`src/rtl/bridge_guard_pkg.sv`:
```
package bridge_guard_pkg;
  localparam int PHASES = 3;

  function automatic int cw_of(input int maxval);
    return (maxval < 2) ? 1 : $clog2(maxval + 1);
  endfunction
endpackage

```
`src/rtl/bg_sync.sv`:
```
module bg_sync #(
  parameter int W      = 1,
  parameter int STAGES = 2
) (
  input  logic         clk,
  input  logic         rst,
  input  logic [W-1:0] d,
  output logic [W-1:0] q
);
  logic [W-1:0] pipe [STAGES];

  always_ff @(posedge clk) begin
    if (rst) begin
      for (int s = 0; s < STAGES; s++) pipe[s] <= '0;
    end else begin
      pipe[0] <= d;
      for (int s = 1; s < STAGES; s++) pipe[s] <= pipe[s-1];
    end
  end

  assign q = pipe[STAGES-1];
endmodule

```
`src/rtl/bg_qual_filter.sv`:
```
module bg_qual_filter #(
  parameter int CYCLES = 100
) (
  input  logic clk,
  input  logic rst,
  input  logic d,
  output logic q
);
  generate
    if (CYCLES <= 1) begin : g_pass
      always_ff @(posedge clk) begin
        if (rst) q <= 1'b0;
        else     q <= d;
      end
    end else begin : g_count
      localparam int CW = bridge_guard_pkg::cw_of(CYCLES - 1);
      localparam logic [CW-1:0] LAST = CW'(CYCLES - 1);
      logic [CW-1:0] run;

      always_ff @(posedge clk) begin
        if (rst) begin
          q   <= 1'b0;
          run <= '0;
        end else if (d == q) begin
          run <= '0;
        end else if (run == LAST) begin
          q   <= d;
          run <= '0;
        end else begin
          run <= run + 1'b1;
        end
      end
    end
  endgenerate
endmodule

```
`src/rtl/bg_fault_timer.sv`:
```
module bg_fault_timer #(
  parameter int RECOVER = 3000000
) (
  input  logic clk,
  input  logic rst,
  input  logic trip,
  output logic active
);
  localparam int CW = bridge_guard_pkg::cw_of(RECOVER);
  logic [CW-1:0] left;

  always_ff @(posedge clk) begin
    if (rst)              left <= '0;
    else if (trip)        left <= CW'(RECOVER);
    else if (left != '0)  left <= left - 1'b1;
  end

  assign active = trip | (left != '0);
endmodule

```
`src/rtl/bg_phase_ctl.sv`:
```
module bg_phase_ctl (
  input  logic clk,
  input  logic rst,
  input  logic hcmd,
  input  logic lcmd,
  input  logic uv_hs,
  input  logic kill_all,
  output logic gate_hi,
  output logic gate_lo
);
  logic hs_hold;
  logic hs_block;
  logic lone_hi;
  logic lone_lo;

  always_ff @(posedge clk) begin
    if (rst)        hs_hold <= 1'b0;
    else if (uv_hs) hs_hold <= 1'b1;
    else if (!hcmd) hs_hold <= 1'b0;
  end

  assign hs_block = uv_hs | hs_hold;
  assign lone_hi  = hcmd & ~lcmd;
  assign lone_lo  = lcmd & ~hcmd;

  always_ff @(posedge clk) begin
    if (rst) begin
      gate_hi <= 1'b0;
      gate_lo <= 1'b0;
    end else begin
      gate_hi <= lone_hi & ~hs_block & ~kill_all;
      gate_lo <= lone_lo & ~kill_all;
    end
  end
endmodule

```
`src/rtl/bridge_guard.sv`:
```
module bridge_guard #(
  parameter int CLK_MHZ    = 100,
  parameter int FILTER_NS  = 1000,
  parameter int RECOVER_US = 30000
) (
  input  logic       clk,
  input  logic       rst,
  input  logic [2:0] hi_cmd,
  input  logic [2:0] lo_cmd,
  input  logic       oc_flag,
  input  logic       uv_main,
  input  logic [2:0] uv_hi,
  output logic [2:0] gate_hi,
  output logic [2:0] gate_lo,
  output logic       fault_n
);
  import bridge_guard_pkg::*;

  localparam int FILT_RAW = CLK_MHZ * FILTER_NS / 1000;
  localparam int FILT_CYC = (FILT_RAW < 1) ? 1 : FILT_RAW;
  localparam int REC_RAW  = CLK_MHZ * RECOVER_US;
  localparam int REC_CYC  = (REC_RAW < 1) ? 1 : REC_RAW;
  localparam int CMD_W    = 2 * PHASES;
  localparam int STAT_W   = PHASES + 2;

  logic [CMD_W-1:0]  cmd_s;
  logic [CMD_W-1:0]  cmd_q;
  logic [STAT_W-1:0] stat_s;
  logic [PHASES-1:0] hcmd_q;
  logic [PHASES-1:0] lcmd_q;
  logic [PHASES-1:0] uvh_s;
  logic              oc_s;
  logic              uvm_s;
  logic              fault_act;
  logic              kill_all;

  bg_sync #(.W(CMD_W), .STAGES(2)) u_cmd_sync (
    .clk(clk), .rst(rst), .d({lo_cmd, hi_cmd}), .q(cmd_s)
  );

  bg_sync #(.W(STAT_W), .STAGES(2)) u_stat_sync (
    .clk(clk), .rst(rst), .d({uv_hi, uv_main, oc_flag}), .q(stat_s)
  );

  generate
    for (genvar k = 0; k < CMD_W; k++) begin : g_filt
      bg_qual_filter #(.CYCLES(FILT_CYC)) u_filt (
        .clk(clk), .rst(rst), .d(cmd_s[k]), .q(cmd_q[k])
      );
    end
  endgenerate

  assign hcmd_q = cmd_q[PHASES-1:0];
  assign lcmd_q = cmd_q[CMD_W-1:PHASES];
  assign oc_s   = stat_s[0];
  assign uvm_s  = stat_s[1];
  assign uvh_s  = stat_s[STAT_W-1:2];

  bg_fault_timer #(.RECOVER(REC_CYC)) u_timer (
    .clk(clk), .rst(rst), .trip(oc_s), .active(fault_act)
  );

  assign kill_all = fault_act | uvm_s;

  generate
    for (genvar p = 0; p < PHASES; p++) begin : g_phase
      bg_phase_ctl u_leg (
        .clk(clk), .rst(rst),
        .hcmd(hcmd_q[p]), .lcmd(lcmd_q[p]),
        .uv_hs(uvh_s[p]), .kill_all(kill_all),
        .gate_hi(gate_hi[p]), .gate_lo(gate_lo[p])
      );
    end
  endgenerate

  always_ff @(posedge clk) begin
    if (rst) fault_n <= 1'b1;
    else     fault_n <= ~fault_act;
  end
endmodule

```
`config.mk`:
```
export PLATFORM = sky130hd
export DESIGN_NAME = bridge_guard
export DESIGN_NICKNAME = d
export VERILOG_FILES = /design/src/rtl/bridge_guard_pkg.sv /design/src/rtl/bg_sync.sv /design/src/rtl/bg_qual_filter.sv /design/src/rtl/bg_fault_timer.sv /design/src/rtl/bg_phase_ctl.sv /design/src/rtl/bridge_guard.sv
export SDC_FILE = /design/constraint.sdc
export NUM_CORES = 1
export LEC_CHECK = 0
export BUFFER_PORTS_ARGS = -buffer_cell sky130_fd_sc_hd__buf_4
export CAP_MARGIN = 20
export CORE_ASPECT_RATIO = 0.8
export CORE_MARGIN = 4
export CORE_UTILIZATION = 40
export CTS_BUF_LIST = sky130_fd_sc_hd__clkbuf_16
export CTS_CLUSTER_SIZE = 8
export DETAILED_ROUTE_END_ITERATION = 12
export SYNTH_ARGS = -nofsm -noshare
export SYNTH_HDL_FRONTEND = slang
export SYNTH_SLANG_ARGS = --single-unit
```
`constraint.sdc`:
```
create_clock -name clk -period 5.8 [get_ports clk]
set_input_delay 1.45 -clock clk [delete_from_list [all_inputs] [get_ports clk]]
set_output_delay 1.45 -clock clk [all_outputs]
set_load 0.02 [all_outputs]
```
==> summary.md, run 1 <==
| Metric | Value |
|---|---|
| TNS Setup | 0 ns |
| Actual slew at the worst max-slew pin | 0.8517 ns |
| Max-cap viol count | 0 |
| Buf/Inv on CP | 2 |
| Pwr Density | 408.2 nW/um^2 |
| CP max FO | 7 |
| Initial core utilization | 41.70% |
| Synth top area share | 49.92% |
| Core ar. | 9809 um^2 |
| Fin. Hold Viols | 0 |
| Number of buffers created by CTS | 9 |
| GRT overflow | 0 |
| N_diodes | 0 |
| Top delay family on crit path | simple AND/OR/NAND/NOR gates |
| HP Start | u_cmd_sync.pipe[0][2] |
| Crit path cell chain | inv_1 -> ha_1 -> or4b_1 -> or4_1 -> o21ai_0 -> clkbuf_2 -> or4_1 -> a31oi_1 |
| DR vias/cell | 4.815 |
| Comb power frac | a little over a quarter |
| Post-synth top flop | dfxtp_1 |
| Int Pwr | 0.001266 W |
| RSZ-0062 raised after global routing | false |
| Leakage Power | 1.611 nW |
| Post-synth design cell area | 4090 um^2 |
| WL/cell | between 10 and 15 um |
| Crit path top cell by count | or4_1 |
| Max transition margin | a little over two fifths |
| Initial antenna violation count | 0 |
| Register area share after synthesis | 49.92% |
| Worst Setup Start Kind | flop |
| DIE WIDTH | 121.1 um |
| Worst min path class | reg2reg |
| Fillers | 938 |
| Clock sinks | a little over 100 |
| Status | completed |
| Router iterations before antenna repair | 4 |
| Tcrit/Tclk final | 49.94% |
| Vias | 2,759 |
| Post-layout net count | ~450 |
| Global-route wire length before repair | 12.17 mm |
| Slowest cell delay on critical path | just over 0.6 ns |
| DP Worst Slack | 2.735 ns |
| Die Footprint | 11,920 um^2 |
| Crit-path slowest cell | o21ai_0 |
| P&R area growth vs syn | 11.04% |
| Switching Share | 31.69% |
| Mapped Cells | 425 |
| Row count | 32 |
| Maximum vdd ir drop | 0.0002849 V |
| Detailed Place HPWL | ~4.6 mm |
| Num ports | 20 |
| Mapped Nets | 445 |
| Highest clock rate | 345.2 MHz |
| Post-Layout Cell Count | 573 |
| Post-synth cell types | 45 |
| All-Layer GR Usage | 12.68% |
| Clock buffer depth | 2 |
| NetSw | 0.0005875 W |
| Critical Path AT | 3.10 ns |
| Post-route ant nets | 0 |
| Drc violations | 0 |
| Final setup margin | 2.904 ns |
| Minimum clock period | 2.896 ns |
| Pin count of the biggest net entering global routing | 51 |
| Flops & latches, synth | between 100 and 150 |
| Cell accounting for the most synthesized area | dfxtp_1 |
| Clk_skew | 0.004804 ns |
| YS warnings | 0 |
| Root Driver | clkbuf_16 |
| Post-CTS Resized | 0 |
| Final hold slack | about 0.44 ns |
| Top post-synthesis cells by area | dfxtp_1 (50%), nor2_1 (6.3%), xnor2_1 (4.9%) |
| Final setup viols | 0 |
| CP Class | reg2reg |
| Drt total wl | 7.001 mm |
| CTS H-tree lvls | 3 |
| Sequential Power Share | 45.1% |
| Number of port buffers | 19 |
| Number of placed cells counting well taps | 557 |
| Leading cell type in the layout, fill and taps excluded | dfxtp_1 |
| Post-synth EDFFs | 0 |
| Die Ht | 98.45 um |
| Share of layout cells above drive strength 1 | 10.98% |
| Initial DRC Count | 130 |
| Critical R2R Launch | u_timer.left[0] |
| Global placer's final weighted congestion | around 0.8 |
| Max-slew violations | 0 |
| Vias in the first global route | 2,571 |
| Postcts setup bufs | 0 |
| Worst Setup SP | u_timer.left[0] |
| Fraction of registers with async set/reset | 0% |
| Worst EP required | 6.00 ns |
| Clock tree from TritonCTS | yes |
| Clock network fraction of design power | ~28% |
| Worst setup EP type | flop |
| Mean Syn Cell Area | slightly below 10 um^2 |
| Power Total | 0.001854 W |
| Clk slew on worst S/H paths | 0.06 ns |
| Worst-Skew Late Latency | 0.34 ns |
| Hold-fix buffers at CTS | 0 |
| Most frequent cells in the layout | dfxtp_1 (102), nor2_1 (69), nor2b_1 (24), xnor2_1 (23), buf_4 (19) |
power by group through the flow:
stage	registers (W)	clock network [W]	logic [W]
5_1_grt	0.000847	0.000583	0.000544
4_1_cts	0.000834	0.000554	0.000480
3_3_place_gp	0.000848	0	0.000474
3_5_place_dp	0.000849	0	0.000478
2_1_floorplan	0.000835	0	0.000408
6_report	0.000836	0.000529	0.000489
cell usage after synthesis, types with 3 or more instances:
cell type,number
dfxtp_1,102
nor2_1,69
nor2b_1,24
xnor2_1,23
xor2_1,18
nand3_1,17
a21oi_1,14
clkbuf_1,14
or3_1,13
inv_1,10
nand2_1,9
nand2b_1,9
nor3_1,9
or4_1,9
and3_1,8
ha_1,7
mux2i_1,7
o31ai_1,7
buf_4,6
a31oi_1,4
nor4_1,4
o21ai_0,4
nor3b_2,3
nor4_4,3
nor4b_1,3
or2_2,3
or4_4,3
through the flow:
stage / utilization, % / area (um^2)
after floorplan: - / 4090
after global placement: 43.62 / 4279
after detailed placement: 43.62 / 4279
after CTS: 46.25 / 4537
after global routing: 46.30 / 4542
final: 46.30 / 4542
layer usage:
metal / track usage, % / vias to the layer above / wire length (um)
met2: 18.23 / 46 / 3000
met1: 17.82 / 1242 / 3576
met3: 3.844 / 12 / 324
met5: 0 / - / 0
li1: - / 1459 / -
met4: 4.965 / 0 / 101
cells by family (layout without fill, tap and decap cells):
| family | count (synthesis) | after routing | synth area share, % |
|---|---|---|---|
| fa+ha+maj | 7 | 7 | 2.141 |
| compound gates | 37 | 37 | 5.751 |
| mux | 7 | 7 | 1.713 |
| xor+xnor | 41 | 41 | 8.779 |
| buf+inv | 33 | 45 | 3.946 |
| flops | 102 | 102 | 49.92 |
| simple gates | 198 | 198 | 27.75 |
layout make-up:
cell class | instances | area (um^2) | share of cell area (%)
sequential | 102 | 2042 | 44.96
multi-input combinational | 290 | 1887 | 41.54
clock buffer | 9 | 225.2 | 4.959
timing repair buffer | 20 | 147.6 | 3.251
tap | 136 | 170.2 | 3.747
clock inverter | 6 | 32.53 | 0.7163
inverter | 10 | 37.54 | 0.8264
registers in the layout, indices dropped and copies added, names as in the netlist:
signal and cells:
u_stat_sync.pipe 10, u_timer.left 22, g_filt.u_filt.q 6, g_phase.u_leg.gate_hi 3, u_cmd_sync.pipe 12, g_filt.u_filt.g_count.run 42, g_phase.u_leg.hs_hold 3, g_phase.u_leg.gate_lo 3
fault_n 1
worst paths after layout:
check	end	slack, ns	depth (start not counted)
setup / recovery	u_timer.left[9]	2.90	8
hold / removal	u_cmd_sync.pipe[0][8]	0.44	1
setup reg to reg	u_timer.left[9]	2.90	8
hold reg to reg	u_cmd_sync.pipe[0][8]	0.44	1
Power figures use the tool's default switching activity.
==> run 2: changes to the inputs <==
==> constraint.sdc (replaced) <==
create_clock -name clk -period 2.95 [get_ports clk]
set_input_delay 0.7375 -clock clk [delete_from_list [all_inputs] [get_ports clk]]
set_output_delay 0.7375 -clock clk [all_outputs]
set_load 0.02 [all_outputs]
==> run 2 against run 1 <==
- combinational power up 100%
- first-iteration DRC count down 3.1%
- worst setup slack worse by 2.5 ns
- via count up 2.1%
- register-to-register slack worse by 2.5 ns
- power up 97%
- global-route usage down 0.36 points
- sequential power up 96%
- non-clock buffer count up 3
- final cell count up 0.52%
- clock-buffer cell count unchanged
- fmax up 13%
==> summary.md, run 2 (synthesized netlist as in run 1, its figures left out) <==
| Metric | Value |
|---|---|
| Status | completed |
| Post-Layout Cell Count | 576 (+0.52%) |
| Root Driver | clkbuf_16 |
| Final setup viols | 0 (unchanged) |
| RSZ-0062 raised after global routing | false |
| Worst Setup Start Kind | flop |
| Vias | 2,818 (+2.1%) |
| TNS Setup | 0 ns (unchanged) |
| Reg2Reg Depth | 5 (-3) |
| CP Class | reg2reg |
| Worst-Skew Late Latency | 0.33 ns (about the same) |
| Top delay family on crit path | simple AND/OR/NAND/NOR gates |
| Multi-input logic area | 1887 um^2 (unchanged) |
| Global-route wire length before repair | 11.82 mm (-2.9%) |
| Vias in the first global route | 2,598 (+1.1%) |
| Int Pwr | 0.002512 W (+98%) |
| Core ar. | 9809 um^2 (unchanged) |
| Max-slew violations | 0 (unchanged) |
| Hold Path End | g_filt[0].u_filt.g_count.run[0] |
| Hold-fix buffers at CTS | 0 (unchanged) |
| Post-route ant nets | 0 (unchanged) |
| Critical Path AT | 2.82 ns (-0.28 ns) |
| Num ports | 20 (unchanged) |
| Postcts setup bufs | 0 (unchanged) |
| Minimum clock period | 2.572 ns (-0.3244 ns) |
| HP Start | g_filt[0].u_filt.g_count.run[0] |
| Leakage Power | 1.630 nW (+1.2%) |
| Maximum vdd ir drop | 0.0004228 V (+48%) |
| Slowest cell delay on critical path | 0.61 ns (about the same) |
| DIE WIDTH | 121.1 um (unchanged) |
| Leading cell type in the layout, fill and taps excluded | dfxtp_1 |
| Crit Reg-Reg Endpoint | g_phase[1].u_leg.gate_hi |
| Clock network fraction of design power | 28.2% (-0.3 points) |
| Sequential Power Share | 44.9% (-0.2 points) |
| Number of port buffers | 19 (unchanged) |
| CTS H-tree lvls | 3 (unchanged) |
| Pwr Density | 801.0 nW/um^2 (+96%) |
| Initial core utilization | 41.70% (unchanged) |
| Highest clock rate | 388.8 MHz (+13%) |
| Actual slew at the worst max-slew pin | 0.4884 ns (-0.3633 ns) |
| Max-cap viol count | 0 (unchanged) |
| DR vias/cell | 4.892 (+1.6%) |
| Global placer's final weighted congestion | 0.8386 (+2.1%) |
| WL/cell | 11.94 um (-2.3%) |
| Number of placed cells counting well taps | 561 (+0.72%) |
| Switching Share | 31.31% (-0.39 points) |
| Max transition margin | 67.44% (+25 points) |
| Post-layout util | 46.54% (+0.24 points) |
| Flop-to-flop setup slack | 0.38 ns (-2.53 ns) |
| Initial DRC Count | 126 (-3.1%) |
| Worst min path class | reg2reg |
| Fillers | 946 (+0.85%) |
| Worst Setup SP | u_timer.left[17] |
| Initial antenna violation count | 0 (unchanged) |
| Comb power frac | 26.8% (+0.4 points) |
| Row count | 32 (unchanged) |
| Clk_skew | 0.003871 ns (-0.0009330 ns) |
| All-Layer GR Usage | 12.32% (-0.36 points) |
| Crit path top cell by count | or4_4 |
| Number of buffers created by CTS | 9 (unchanged) |
| Drt total wl | 6.877 mm (-1.8%) |
| Share of layout cells above drive strength 1 | 11.59% (+0.61 points) |
| Buf/Inv on CP | 0 (-2) |
| Post-CTS Resized | 0 (unchanged) |
| NetSw | 0.001145 W (+95%) |
| Worst EP required | 3.20 ns (-2.80 ns) |
| Critical R2R Launch | u_timer.left[17] |
| CP max FO | 9 (+2) |
| Biggest register | g_filt.u_filt.g_count.run |
| Crit path cell chain | or4_4 -> or3_1 -> or2_1 -> or4_4 -> nor4_4 |
| Tcrit/Tclk final | 87.19% (+37 points) |
| GRT overflow | 0 (unchanged) |
| FF/Latch Area | 2042 um^2 (unchanged) |
| Fin. Hold Viols | 0 (unchanged) |
| Detailed Place HPWL | 4.789 mm (+3.7%) |
| Max reg flops | 42 (unchanged) |
| Drc violations | 0 (unchanged) |
| Worst setup EP type | flop |
| Most frequent cells in the layout | dfxtp_1 (102), nor2_1 (69), nor2b_1 (24), xnor2_1 (23), buf_4 (23) |
| P&R area growth vs syn | 11.62% |
| Pin count of the biggest net entering global routing | 50 (-2.0%) |
| Crit-path slowest cell | or4_4 |
| Die Ht | 98.45 um (unchanged) |
| Router iterations before antenna repair | 4 (unchanged) |
| Post-layout net count | 456 (+0.66%) |
| Clock sinks | 102 (unchanged) |
| N_diodes | 0 (unchanged) |
| Die Footprint | 11,920 um^2 (unchanged) |
| Cells on Worst Hold Path | 1 (unchanged) |
| Largest regs | g_filt.u_filt.g_count.run (42), u_timer.left (22), u_cmd_sync.pipe (12) |
| Clock buffer depth | 2 (unchanged) |
| Clock tree from TritonCTS | yes |
| Clk slew on worst S/H paths | 0.06 ns (about the same) |
[run 2: changes by cell type in the layout (fill, tap and decap cells not counted)]
| cell | before | now |
|---|---|---|
| clkinv_1 | 0 | 1 |
| clkinv_2 | 2 | 3 |
| inv_1 | 12 | 11 |
| buf_4 | 19 | 23 |
| clkbuf_2 | 1 | 0 |
| clkinvlp_4 | 2 | 0 |
| clkinv_4 | 0 | 1 |
[run 2: power by group through the flow]
| stage | registers (W) | clock network, W | logic (W) |
|---|---|---|---|
| after CTS | 0.00164 | 0.00108 | 0.000980 |
| after floorplan | 0.00164 | 0 | 0.000802 |
| after global placement | 0.00166 | 0 | 0.000970 |
| final | 0.00164 | 0.00103 | 0.000982 |
| after detailed placement | 0.00167 | 0 | 0.000975 |
| after global routing | 0.00167 | 0.00113 | 0.00109 |
[run 2: stage by stage]
stage                     hold slack, ns  worst slack [ns]  area, um^2  power [W]
final                             0.4356            0.3779        4566   0.003657
after global routing              0.4571            0.2698        4566   0.003895
after CTS                         0.4396            0.3804        4566   0.003698
after detailed placement          0.4247            0.3989        4309   0.002646
after global placement            0.4173            0.4389        4309   0.002632
after floorplan                   0.4130            0.4359        4090   0.002443
[run 2: routing by layer]
| layer | share of wire [%] | vias to the layer above | GRT usage [%] |
|---|---|---|---|
| met5 | 0 | - | 0 |
| met4 | 1.9 | 0 | 4.878 |
| met3 | 3.4 | 12 | 4.532 |
| met2 | 44 | 36 | 18.32 |
| met1 | 51 | 1310 | 16.31 |
| li1 | - | 1460 | - |
[run 2: worst reg2reg max path, stage by stage, from the launching register on]
cell     delay [ns]
dfxtp_1        0.34
or4_4          0.55
or3_1          0.46
or2_1          0.29
or4_4          0.61
nor4_4         0.23
[run 2: worst max-delay path by stage]
stage	endpoint	slack [ns]	depth (start not counted)
finish	g_phase[1].u_leg.gate_hi	0.38	5
CTS	g_phase[1].u_leg.gate_hi	0.38	5
detailed placement	g_phase[1].u_leg.gate_hi	0.40	5
floorplan	g_phase[0].u_leg.gate_hi	0.44	7
global route	g_phase[2].u_leg.gate_hi	0.27	5
global placement	g_phase[2].u_leg.gate_hi	0.44	5
[run 2: area by class of cell]
type | instances | share of cell area [%]
Clock buffer | 9 | 4.933
Clock inverter | 6 | 0.6851
Inverter | 10 | 0.8221
Multi-Input combinational cell | 290 | 41.33
Sequential cell | 102 | 44.72
Tap cell | 136 | 3.727
Timing Repair Buffer | 23 | 3.782
